## src/rtl/uart_dma_pkg.sv

```systemverilog
package uart_dma_pkg;
  localparam int FLD_W = 4;
  localparam int ST_W  = 4;
  localparam int ST_TX  = 0;
  localparam int ST_RX  = 1;
  localparam int ST_CTS = 2;
  localparam int ST_BRK = 3;

  typedef struct packed {
    logic       en;
    logic [2:0] ch;
  } map_fld_t;
endpackage

```

## src/rtl/uart_dma_src.sv

```systemverilog
module uart_dma_src
  import uart_dma_pkg::*;
(
  input  logic            rx_rdy_i,
  input  logic            rx_full_i,
  input  logic            rx_use_full_i,
  input  logic            tx_rdy_i,
  input  logic            cts_chg_i,
  input  logic            brk_chg_i,
  output logic            rx_flag_o,
  output logic            tx_flag_o,
  output logic [ST_W-1:0] status_o
);
  assign rx_flag_o = rx_use_full_i ? rx_full_i : rx_rdy_i;
  assign tx_flag_o = tx_rdy_i;

  always_comb begin
    status_o         = '0;
    status_o[ST_TX]  = tx_flag_o;
    status_o[ST_RX]  = rx_flag_o;
    status_o[ST_CTS] = cts_chg_i;
    status_o[ST_BRK] = brk_chg_i;
  end
endmodule

```

## src/rtl/uart_dma_route.sv

```systemverilog
module uart_dma_route
  import uart_dma_pkg::*;
#(
  parameter int NUM_SRC = 4,
  parameter int NUM_CH  = 8
) (
  input  logic     [NUM_SRC-1:0] flag_i,
  input  map_fld_t [NUM_SRC-1:0] fld_i,
  output logic     [NUM_CH-1:0]  raw_o
);
  for (genvar c = 0; c < NUM_CH; c++) begin : g_ch
    always_comb begin
      raw_o[c] = 1'b0;
      for (int s = 0; s < NUM_SRC; s++) begin
        if (fld_i[s].en && (int'(fld_i[s].ch) == c) && flag_i[s]) raw_o[c] = 1'b1;
      end
    end
  end
endmodule

```

## src/rtl/uart_dma_chan.sv

```systemverilog
module uart_dma_chan (
  input  logic clk_i,
  input  logic rst_ni,
  input  logic raw_i,
  input  logic ack_i,
  output logic req_o
);
  logic hold_q;
  logic taken;

  assign taken = ack_i & req_o;

  always_ff @(posedge clk_i or negedge rst_ni) begin
    if (!rst_ni) begin
      req_o  <= 1'b0;
      hold_q <= 1'b0;
    end else begin
      // one extra idle cycle after a taken request avoids a second transfer
      req_o  <= raw_i & ~taken & ~hold_q;
      hold_q <= taken;
    end
  end
endmodule

```

## src/rtl/uart_dma_steer.sv

```systemverilog
module uart_dma_steer
  import uart_dma_pkg::*;
#(
  parameter int NUM_UART = 2,
  parameter int NUM_CH   = 8,
  localparam int NUM_SRC = 2 * NUM_UART,
  localparam int MAP_W   = 8 * NUM_UART + FLD_W,
  localparam int MSK_W   = ST_W * NUM_UART
) (
  input  logic                clk_i,
  input  logic                rst_ni,
  input  logic [NUM_UART-1:0] rx_rdy_i,
  input  logic [NUM_UART-1:0] rx_full_i,
  input  logic [NUM_UART-1:0] rx_use_full_i,
  input  logic [NUM_UART-1:0] tx_rdy_i,
  input  logic [NUM_UART-1:0] cts_chg_i,
  input  logic [NUM_UART-1:0] brk_chg_i,
  input  logic [MSK_W-1:0]    irq_mask_i,
  input  logic [MAP_W-1:0]    req_map_i,
  input  logic [NUM_CH-1:0]   dma_ack_i,
  output logic [NUM_CH-1:0]   dma_req_o,
  output logic                irq_o
);
  logic     [NUM_SRC-1:0] src_flag;
  map_fld_t [NUM_SRC-1:0] src_fld;
  logic     [MSK_W-1:0]   status;
  logic     [NUM_CH-1:0]  raw;

  for (genvar u = 0; u < NUM_UART; u++) begin : g_uart
    logic rx_flag, tx_flag;

    uart_dma_src u_src (
      .rx_rdy_i      (rx_rdy_i[u]),
      .rx_full_i     (rx_full_i[u]),
      .rx_use_full_i (rx_use_full_i[u]),
      .tx_rdy_i      (tx_rdy_i[u]),
      .cts_chg_i     (cts_chg_i[u]),
      .brk_chg_i     (brk_chg_i[u]),
      .rx_flag_o     (rx_flag),
      .tx_flag_o     (tx_flag),
      .status_o      (status[ST_W*u +: ST_W])
    );

    // even source = receive, odd source = transmit
    assign src_flag[2*u]   = rx_flag;
    assign src_flag[2*u+1] = tx_flag;
    assign src_fld[2*u]    = map_fld_t'(req_map_i[8*u+4 +: FLD_W]);
    assign src_fld[2*u+1]  = map_fld_t'(req_map_i[8*u+8 +: FLD_W]);
  end

  uart_dma_route #(
    .NUM_SRC (NUM_SRC),
    .NUM_CH  (NUM_CH)
  ) u_route (
    .flag_i (src_flag),
    .fld_i  (src_fld),
    .raw_o  (raw)
  );

  for (genvar c = 0; c < NUM_CH; c++) begin : g_chan
    uart_dma_chan u_chan (
      .clk_i  (clk_i),
      .rst_ni (rst_ni),
      .raw_i  (raw[c]),
      .ack_i  (dma_ack_i[c]),
      .req_o  (dma_req_o[c])
    );
  end

  always_ff @(posedge clk_i or negedge rst_ni) begin
    if (!rst_ni) irq_o <= 1'b0;
    else         irq_o <= |(status & irq_mask_i);
  end

  // bits 3:0 of req_map_i carry no field
  logic unused_map;
  assign unused_map = ^req_map_i[FLD_W-1:0];
endmodule

```

## config.mk

```make
export PLATFORM = sky130hd
export DESIGN_NAME = uart_dma_steer
export DESIGN_NICKNAME = d
export VERILOG_FILES = /design/src/rtl/uart_dma_pkg.sv /design/src/rtl/uart_dma_src.sv /design/src/rtl/uart_dma_route.sv /design/src/rtl/uart_dma_chan.sv /design/src/rtl/uart_dma_steer.sv
export SDC_FILE = /design/constraint.sdc
export NUM_CORES = 1
export LEC_CHECK = 0
export ABC_AREA = 0
export BUFFER_PORTS_ARGS = -buffer_cell sky130_fd_sc_hd__buf_2
export CAP_MARGIN = 20
export CELL_PAD_IN_SITES_DETAIL_PLACEMENT = 1
export CELL_PAD_IN_SITES_GLOBAL_PLACEMENT = 2
export CORE_MARGIN = 5
export CORE_UTILIZATION = 21
export DETAILED_ROUTE_END_ITERATION = 8
export GPL_TIMING_DRIVEN = 0
export PLACE_DENSITY = 0.86
export SLEW_MARGIN = 30
export SYNTH_ARGS = -nofsm -noshare
export SYNTH_HDL_FRONTEND = slang
export SYNTH_SLANG_ARGS = --single-unit
```

## constraint.sdc

```tcl
create_clock -name clk_i -period 0.8 [get_ports clk_i]
set_input_delay 0.16 -clock clk_i [delete_from_list [all_inputs] [get_ports clk_i]]
set_output_delay 0.16 -clock clk_i [all_outputs]
set_load 0.02 [all_outputs]
```

# Yosys cells after proc, flatten, opt, wreduce, memory -nomap -nowiden
# Index checks and enable logic that the tools add are counted.
dict set report word_totals {
  ff_bits 17
}
dict set report classes {
  eq_ne 28
  mux 34
  n_bitwise 41
  n_reduce_logical 69
}
# cell count
set op_table {}
lappend op_table {{$logic_and A1 B1 Y1} 64}
lappend op_table {{$eq A3 B3 Y1 const B} 16}
lappend op_table {{$mux W1} 34}
lappend op_table {{$and A1 B1 Y1} 24}
lappend op_table {{$eq A3 B2 Y1 const B} 8}
lappend op_table {{$not A1 Y1} 16}
lappend op_table {{$eq A3 B1 Y1 const B} 4}
lappend op_table {{$logic_not A3 Y1} 4}
lappend op_table {{$and A8 B8 Y8} 1}
lappend op_table {{$reduce_or A8 Y1} 1}

# Depth between registers and ports, before layout
# Gate-level depths: netlist of the first run.
dict set report logic_depth {
  word_depth 9
  ltp_mapped 3
}

# Cells and area by module
# From an unflattened synthesis of the first run, not the netlist that was laid out.
dict set report unflattened {
  cells_unflattened 100
  hier_area_um2 1064.8
}
# module n_inst area_per_inst_um2 cells_each
set by_module_without_submodules {}
lappend by_module_without_submodules {uart_dma_chan 8 71.3 4}
lappend by_module_without_submodules {uart_dma_route 1 327.8 50}
lappend by_module_without_submodules {uart_dma_src 2 52.6 6}
lappend by_module_without_submodules {uart_dma_steer 1 61.3 6}

# Worst setup path after synthesis of the first run
# Ideal clock, no wire load.
dict set report synth_path {
  path_kind {input to register}
  from {in rx_use_full_i[1]}
  to {reg g_chan[4].u_chan.req_o}
  slack_ps -419
  arrival_time_ps 1119
  setup_ps 99
  n_path_buf 0
  required_time_ps 701
  path_stages 3
  cell_sequence {mux2i_1 > or4b_1 > a311oi_1}
}
dict set report synth_between {
  elab_chain_cells 6
}
# item line
set synth_lines {}
lappend synth_lines {{from (decl)} uart_dma_steer.sv:14} ;# input logic [NUM_UART-1:0] rx_use_full_i,
lappend synth_lines {{$mux W1} uart_dma_src.sv:14} ;# assign rx_flag_o = rx_use_full_i ? rx_full_i : rx_rdy_i;
lappend synth_lines {{$logic_and A1 B1 Y1} uart_dma_route.sv:15} ;# if (fld_i[s].en && (int'(fld_i[s].ch) == c) && flag_i[s]) raw_o[c] = 1'b1;
lappend synth_lines {{$mux W1 (2 in series)} uart_dma_route.sv:15}
lappend synth_lines {{$and A1 B1 Y1 (2 in series)} uart_dma_chan.sv:19} ;# req_o <= raw_i & ~taken & ~hold_q;
lappend synth_lines {{to (signal assigned)} uart_dma_chan.sv:19}
lappend synth_lines {{to (decl)} uart_dma_chan.sv:6} ;# output logic req_o
# No other way between the ends.

# Worst setup path in the final report of the first run
dict set report layout_path {
  from {reg g_chan[0].u_chan.req_o}
  to {out dma_req_o[0]}
}
# item line
set layout_lines {}
lappend layout_lines {{from (decl)} uart_dma_chan.sv:6}
lappend layout_lines {{from (signal assigned)} uart_dma_chan.sv:19}
lappend layout_lines {{to (decl)} uart_dma_steer.sv:21} ;# output logic [NUM_CH-1:0] dma_req_o,
# No word-level cell between the ends.

==> results.txt, run 1 <==
- The run finished, with violations left.
* Violated checks: negative setup slack
* Flip-flop and latch count after synthesis: 17
- After clock tree synthesis, the clock-pin slew on the worst setup and hold paths is approximately 0.070 ns.
* Sequential element share of the synthesized area: a little over two fifths
- Post-DP HPWL: 2.74 mm
- Core footprint: about 0.0044 mm2
* Endpoint of the worst-slack reg-to-reg timing path: g_chan[6].u_chan.req_o
* Post-placement worst setup slack: -0.600 ns
- The worst setup path is launched from a flip-flop.
- Via count of the first global-routing pass: 1182
- Counting cells, the worst reg-to-reg path comes to 4.
- The setup check on the worst reg-to-reg path leaves a slack of -0.11 ns.
* Reg2Reg Launch Point: g_chan[6].u_chan.req_o
- Area of the die: approximately 0.006 mm2
* Die H: around 78 um
* Via count of the routed design: roughly 1100
* Clock latency of the later-clocked register in the worst-skew pair: 0.26 ns
- For the pin with the worst max-slew slack, the measured transition is between 0.3 and 0.4 ns.
- Power density normalized to cell area: ~1300 mW/mm2
- Hold timing on the final database bottoms out at a slack of about 0.13 ns.
* Fraction of the cycle the final worst path needs: 132%
- Counting I/O delays and the setup requirement, the final critical path takes ~1.1 ns.
- Top-area cell type share of the netlist area: a little over two fifths
* Setup TNS: -2.65 ns
* Post-detailed-route DRC marker count: 0
- DR WL/cell: ~16 um
- Worst-case clock skew: 0.00200 ns
- TritonCTS clock tree: built
- The worst setup path is captured at an output port.
- Number of I/O port buffers: 54
- Crit path DAT: roughly 0.90 ns
- Site Rows: 24
- Total of endpoints with negative setup slack in the final report: 17
- Layout cell share with drive strength beyond 1: 61.1%
- Buffer cell driving the clock tree root: sky130_fd_sc_hd__clkbuf_8
* Largest net degree at the start of global routing: 18
* Clock Tree Buf Depth: 2
- Setup repair after global routing missed its margin: true
- Max IR drop VDD: between 0.0004 and 0.0005 V
* Depth of the CTS H-tree: 1
* Slew Viols, Final: 0
- Final nets: between 200 and 250
- Growth of design area from synthesis to finish: 69.4%
* Final worst-path setup slack: -0.258 ns
- Total CTS buffers: 3
- Die Width: 78.1 um
* Drt total wl: about 3.3 mm
- Summing every instance area after synthesis gives 973 um2.
- Last weighted congestion value of the routability-driven placer: approximately 0.78
* Final antenna diode count: 0
* Worst max-slew margin expressed relative to the limit: 75.4%
- During synthesis, Yosys emitted a total of 0 warnings.
- Count of different cell masters after synthesis: 26
- The number of antenna violations at the first check in global routing came to 0.
* Critical setup path kind: flip-flop to output port
- Synthesis produced 99 cells.
- With fillers left out, the area of the finished cells amounts to 0.00165 mm2.
- Antenna Nets Post-Route: 0
- Total power for the finished layout comes to 2.20 mW.
- Critical path startpoint: g_chan[0].u_chan.req_o
- Global routing used between 10 and 15% of the available tracks across all layers.
- sky130_fd_sc_hd__dfrtp_1 takes more of the synthesized area than any other cell.
- Critical path peak fanout: 2
- Based on the critical path, the design can be clocked at up to between 900 and 1000 MHz.
* DP Area: about 0.0014 mm2
- First-pass GRT wire length: between 5 and 6 mm
- Count of routing violations after the opening detailed-route iteration: 26
* Number of clock sinks: 17
* Vias per cell: 4.91
- Worst Path Required: roughly 0.64 ns
- Pleak: 0.738 nW
* Detailed-router iteration count before antenna repair: 4
- slightly below 60 I/O pins were placed.
- Ranked by total cell area, the synthesized netlist is headed by sky130_fd_sc_hd__dfrtp_1 44%, sky130_fd_sc_hd__o31a_1 6.3%, sky130_fd_sc_hd__buf_4 6.2%.
- Avg Inst Size Synth: roughly 9.8 um2
* Max Cap Viol: 0
- The final-report hold violation count came to 0.
- For this run the aggregate overflow at the end of global routing stands at 0.
- The number of nets in the synthesized netlist is between 100 and 150.
- Starting Density: 22.1%
- Worst min-delay path class: input pin to flip-flop
- The critical path ends at dma_req_o[0].
==> worst min-delay path by stage <==
| stage | from | endpoint | slack [ns] | cells past startpoint |
|---|---|---|---|---|
| 2_1_floorplan | rst_ni | g_chan[0].u_chan.hold_q | -0.14 | 0 |
| 3_3_place_gp | rst_ni | g_chan[7].u_chan.hold_q | 0.09 | 1 |
| 3_5_place_dp | rst_ni | g_chan[7].u_chan.hold_q | 0.11 | 1 |
| 4_1_cts | irq_mask_i[1] | irq_o | 0.12 | 3 |
| 5_1_grt | irq_mask_i[7] | irq_o | 0.13 | 3 |
| 6_report | irq_mask_i[1] | irq_o | 0.13 | 3 |
==> synth_stat cells <==
cell type	instances
sky130_fd_sc_hd__dfrtp_1	17
sky130_fd_sc_hd__and2_1	8
sky130_fd_sc_hd__buf_4	8
sky130_fd_sc_hd__nor2_1	7
sky130_fd_sc_hd__o31a_1	7
sky130_fd_sc_hd__nand2_1	6
sky130_fd_sc_hd__o22ai_1	6
sky130_fd_sc_hd__nand2b_1	5
sky130_fd_sc_hd__nand3_1	4
sky130_fd_sc_hd__nor3_1	4
sky130_fd_sc_hd__nor3b_1	4
sky130_fd_sc_hd__nor4b_1	4
sky130_fd_sc_hd__nand3b_1	3
sky130_fd_sc_hd__nor4_1	3
sky130_fd_sc_hd__mux2i_1	2
sky130_fd_sc_hd__a221oi_1	1
sky130_fd_sc_hd__a22o_1	1
sky130_fd_sc_hd__a22oi_1	1
sky130_fd_sc_hd__a311oi_1	1
sky130_fd_sc_hd__inv_1	1
sky130_fd_sc_hd__mux2_2	1
sky130_fd_sc_hd__o2111ai_1	1
sky130_fd_sc_hd__o32a_1	1
sky130_fd_sc_hd__o32ai_1	1
sky130_fd_sc_hd__or2_2	1
sky130_fd_sc_hd__or4b_1	1
==> registers in the layout (all words and copies together), names as in the netlist <==
register	flops
g_chan.u_chan.hold_q	8
g_chan.u_chan.req_o	8
irq_o	1
==> timing repair <==
| item | CTS | global route |
|---|---|---|
| gates cloned | 0 | 0 |
| setup endpoints to repair | 17 | 17 |
| pin swaps | 7 | 7 |
| setup buffers | 1 | 3 |
| gates resized for setup | 46 | 13 |
| hold buffers | 1 | 0 |
| hold endpoints to repair | 17 | 0 |
==> where the power goes <==
part / internal (mW) / leakage, nW / switching [mW]
sequential: 0.902 / 0.228 / 0.0288
combinational: 0.330 / 0.484 / 0.274
clock: 0.347 / 0.0255 / 0.323
==> area by class of cell <==
cell class / count / area (um2)
flip-flops and latches: 17 / 425
multi-input cells: 73 / 628
plain buffers: 8 / 90.1
inverters: 1 / 3.75
well taps: 52 / 65.1
clock inverters: 1 / 5.00
repair buffers: 59 / 390
fillers: 510 / 2770
clock buffers: 3 / 41.3
==> cells in the final DEF (no fill, tap or decap), drive strengths merged, types with 4 or more instances in the layout <==
master,synthesis,layout
buf,8,66
dfrtp,17,17
and2,8,8
o31a,7,7
nor2,7,7
o22ai,6,6
nand2,6,6
nand2b,5,5
nor4b,4,4
nor3,4,4
nand3,4,4
nor3b,4,4
==> metrics by stage <==
stage                     util (%)  cells
after floorplan                  -     99
after global placement        30.6    205
after detailed placement      30.6    205
after CTS                     35.6    211
after global routing          37.4    214
final                         37.4    214
==> logic make-up after synthesis <==
kind of cell / Yosys count / synth area share (%)
and+or+nand+nor: 50 / 30.1
AOI/OAI and AO/OA: 20 / 16.5
buffers and inverters: 9 / 6.56
DFF: 17 / 43.7
muxes: 3 / 3.21
==> worst max-delay path: stages (launching register included) <==
cell,delay (ns)
sky130_fd_sc_hd__dfrtp_1,0.40
sky130_fd_sc_hd__buf_6,0.12
sky130_fd_sc_hd__buf_6,0.12
==> per-layer routing <==
| metal | track usage [%] | wire length (um) | share of wire, % |
|---|---|---|---|
| met1 | 12.2 | 1260 | 38 |
| met2 | 20.8 | 1910 | 57 |
| met3 | 1.49 | 102 | 3.1 |
| met4 | 5.91 | 59 | 1.8 |
| met5 | 0 | 0 | 0 |
Power figures use the tool's default switching activity.
==> run 2: changes to the inputs <==
CORE_MARGIN = 3   (was 5)
clock period = 0.85 ns   (was 0.8 ns; I/O delays follow)
==> run 2 against run 1 <==
The flow still finishes with violations (negative setup slack). Worst hold slack better by 0.010 ns. Critical path type unchanged. Largest power group unchanged. Total power is 9.7% lower. Via count shrank 5.3%.
==> results.txt, run 2 (synthesis results as in run 1) <==
- After layout, the minimum clock period comes to approximately 1.1 ns.
- The flow ran to the end, but the final reports show violations.
- Slack of the worst reg-to-reg path: -0.02 ns (+0.09 ns)
- The first-pass GRT wire length came to 4.64 mm (-15%).
- Final worst-path setup slack: -0.205 ns (+0.0535 ns)
- Number of clock sinks: 17 (unchanged)
- GR Layer Usage met2: 20.4% (-0.40 points)
- Total of endpoints with negative setup slack in the final report: 14 (-3)
- Final Hold Violating Endpoints: 0 (unchanged)
* Layer carrying the most global-route usage: met2
* Depth of the CTS H-tree: 1 (unchanged)
- The post-DP HPWL was 2.41 mm (-12%).
* Post-detailed-route DRC marker count: 0 (unchanged)
* I/O pin total: 59 (unchanged)
- Startpoint of the worst hold path: irq_mask_i[1]
- The endpoint identified for the worst register-to-register timing path is g_chan[4].u_chan.req_o.
- The critical path is of the flip-flop to output port type.
* Total placed cells including tap cells: 205 (unchanged)
- The aggregate global routing overflow was 0 (unchanged).
* Commonest non-fill, non-tap cell in the layout: sky130_fd_sc_hd__buf_2
- Count of routing violations after the opening detailed-route iteration: 27 (+3.8%)
- Vias per cell: 4.76 (-3.1%)
* Crit path capture type: output port
* Core footprint: 0.00441 mm2 (unchanged)
- Relative to the synthesized area, the layout overhead comes to 59.0%.
- Antenna Nets Post-Route: 0 (unchanged)
- Violated checks: negative setup slack
* Peak clock frequency supported by timing: 948 MHz
* Site Rows: 24 (unchanged)
* Endpoint of the worst hold path: irq_o
* Starting Density: 22.1% (unchanged)
- Critical path peak fanout: 2 (unchanged)
- The worst hold slack across all endpoints was 0.137 ns (+0.0102 ns).
* Depth of the worst hold-timing path: 3 (unchanged)
* Met3 demand-to-capacity share in global routing: 1.22% (-0.27 points)
- The insertion delay of the later-clocked pin in the worst-skew pair is 0.25 ns (about the same).
- Final nets: 208 (-2.3%)
- Drt total wl: 3.05 mm (-8.8%)
- Setup TNS: -1.73 ns (+0.922 ns)
- Max IR drop VDD: 0.000391 V (-19%)
* Setup repair after global routing missed its margin: true
* GR Util met1: 13.2% (+0.93 points)
- Slew Viols, Final: 0 (unchanged)
* Commonest cells after routing, fill and taps aside: 43 x sky130_fd_sc_hd__buf_2, 18 x sky130_fd_sc_hd__buf_6, 17 x sky130_fd_sc_hd__dfrtp_1, 7 x sky130_fd_sc_hd__o31a_1
- Worst Path Required: 0.68 ns (+0.04 ns)
- The tightest min-delay check is of the input pin to flip-flop type.
* Last weighted congestion value of the routability-driven placer: 0.788 (+1.4%)
- The number of filler instances in the final layout is 518 (+1.6%).
- Logic depth of the worst register-to-register path: 2 (-2)
* Fraction of the cycle the final worst path needs: 124%
- Via count of the first global-routing pass: 999 (-15%)
- The max-capacitance violation count is 0 (unchanged).
- The routed via count is 994 (-5.3%).
- The number of CTS-inserted buffers is 3 (unchanged).
- The area of combinational cells with multiple inputs came to 581 um2 (-7.6%).
* Worst max-slew margin expressed relative to the limit: 73.7% (-1.6 points)
* Nature of the critical path startpoint: flip-flop
- Sequential cell area: 425 um2 (unchanged)
* Layout cell share with drive strength beyond 1: 53.5% (-7.6 points)
* Clock Tree Buf Depth: 2 (unchanged)
- The static power due to leakage was 0.691 nW (-6.3%).
* Final antenna diode count: 0 (unchanged)
- The full die area is 0.00549 mm2 (-10%).
* Reg2Reg Launch Point: g_chan[4].u_chan.req_o
- Worst-case clock skew: 0.00449 ns (+0.00249 ns)
- TritonCTS clock tree: built
- The arrival time at the worst endpoint came to 0.88 ns (-0.02 ns).
* Initial antenna violation count: 0 (unchanged)
* Die H: 74.1 um (-5.1%)
- The largest registers in the layout are g_chan.u_chan.hold_q: 8 flops, g_chan.u_chan.req_o: 8 flops, irq_o: 1 flops.
- The die outline width came to 74.1 um (-5.1%).
- Clock transition at the registers of the reported paths: 0.07 ns (about the same)
* Final standard cell count with taps included and fillers excluded: 209 (-2.3%)
* Number of I/O port buffers: 54 (unchanged)
- Slew @ Worst Pin: 0.393 ns (+0.0235 ns)
* DR WL/cell: 14.6 um (-6.6%)
- Largest net degree at the start of global routing: 18 (unchanged)
- Detailed-router iteration count before antenna repair: 4 (unchanged)
* Total routing usage reported by global routing: 11.2% (-0.037 points)
- Clock tree synthesis selected as its root buffer the cell sky130_fd_sc_hd__clkbuf_8.
* Power density normalized to cell area: 1290 mW/mm2 (-3.8%)
[run 2: final cells by class]
class	count	area share (%)
multi-input cells	73	37.5
flip-flops and latches	17	27.5
repair buffers	56	23.3
plain buffers	6	4.37
well taps	52	4.20
clock buffers	4	2.91
inverters	1	0.243
[run 2: what timing repair did]
item / 4_1_cts / 5_1_grt
hold buffers: 1 / 0
pin swaps: 3 / 2
buffers inserted: 1 / 0
setup endpoints to repair: 17 / 17
gates resized for setup: 31 / 13
endpoints found under the hold margin: 17 / 0
[run 2: metal layers]
metal | vias up | share of wire, % | wire length (um)
met5 | - | 0 | 0
met2 | 28 | 55 | 1660
li1 | 485 | - | -
met1 | 477 | 40 | 1210
met3 | 4 | 3.8 | 117
met4 | 0 | 1.7 | 51
[run 2: how the worst max path moves through the flow]
stage / startpoint / end / slack, ns / cells after the start
after floorplan: rx_use_full_i[1] / g_chan[4].u_chan.req_o / -0.30 / 3
after global placement: rx_use_full_i[1] / g_chan[4].u_chan.req_o / -0.52 / 4
after detailed placement: rx_use_full_i[1] / g_chan[4].u_chan.req_o / -0.50 / 4
after CTS: rx_use_full_i[1] / g_chan[4].u_chan.req_o / -0.24 / 4
after global routing: g_chan[4].u_chan.req_o / dma_req_o[4] / -0.24 / 2
final: g_chan[1].u_chan.req_o / dma_req_o[1] / -0.20 / 2
[run 2: stage by stage]
stage / setup WS (ns) / area (um2) / total power [mW] / util (%)
after floorplan: -0.301 / 1010 / 1.09 / -
after global placement: -0.521 / 1340 / 1.30 / 30.4
after detailed placement: -0.503 / 1340 / 1.31 / 30.4
after CTS: -0.239 / 1500 / 1.99 / 34.0
after global routing: -0.241 / 1550 / 2.09 / 35.1
final: -0.205 / 1550 / 1.99 / 35.1
[run 2: worst max-delay path, stage by stage (launching register included)]
cell and delay, ns:
sky130_fd_sc_hd__dfrtp_1 0.40, sky130_fd_sc_hd__buf_6 0.12, sky130_fd_sc_hd__buf_6 0.12
[run 2: report_power, final]
part           internal, mW  switching (mW)  leakage [nW]  total, mW
logic                 0.277           0.238         0.441      0.515
clock network         0.333           0.268        0.0228      0.600
registers             0.850          0.0245         0.228      0.874
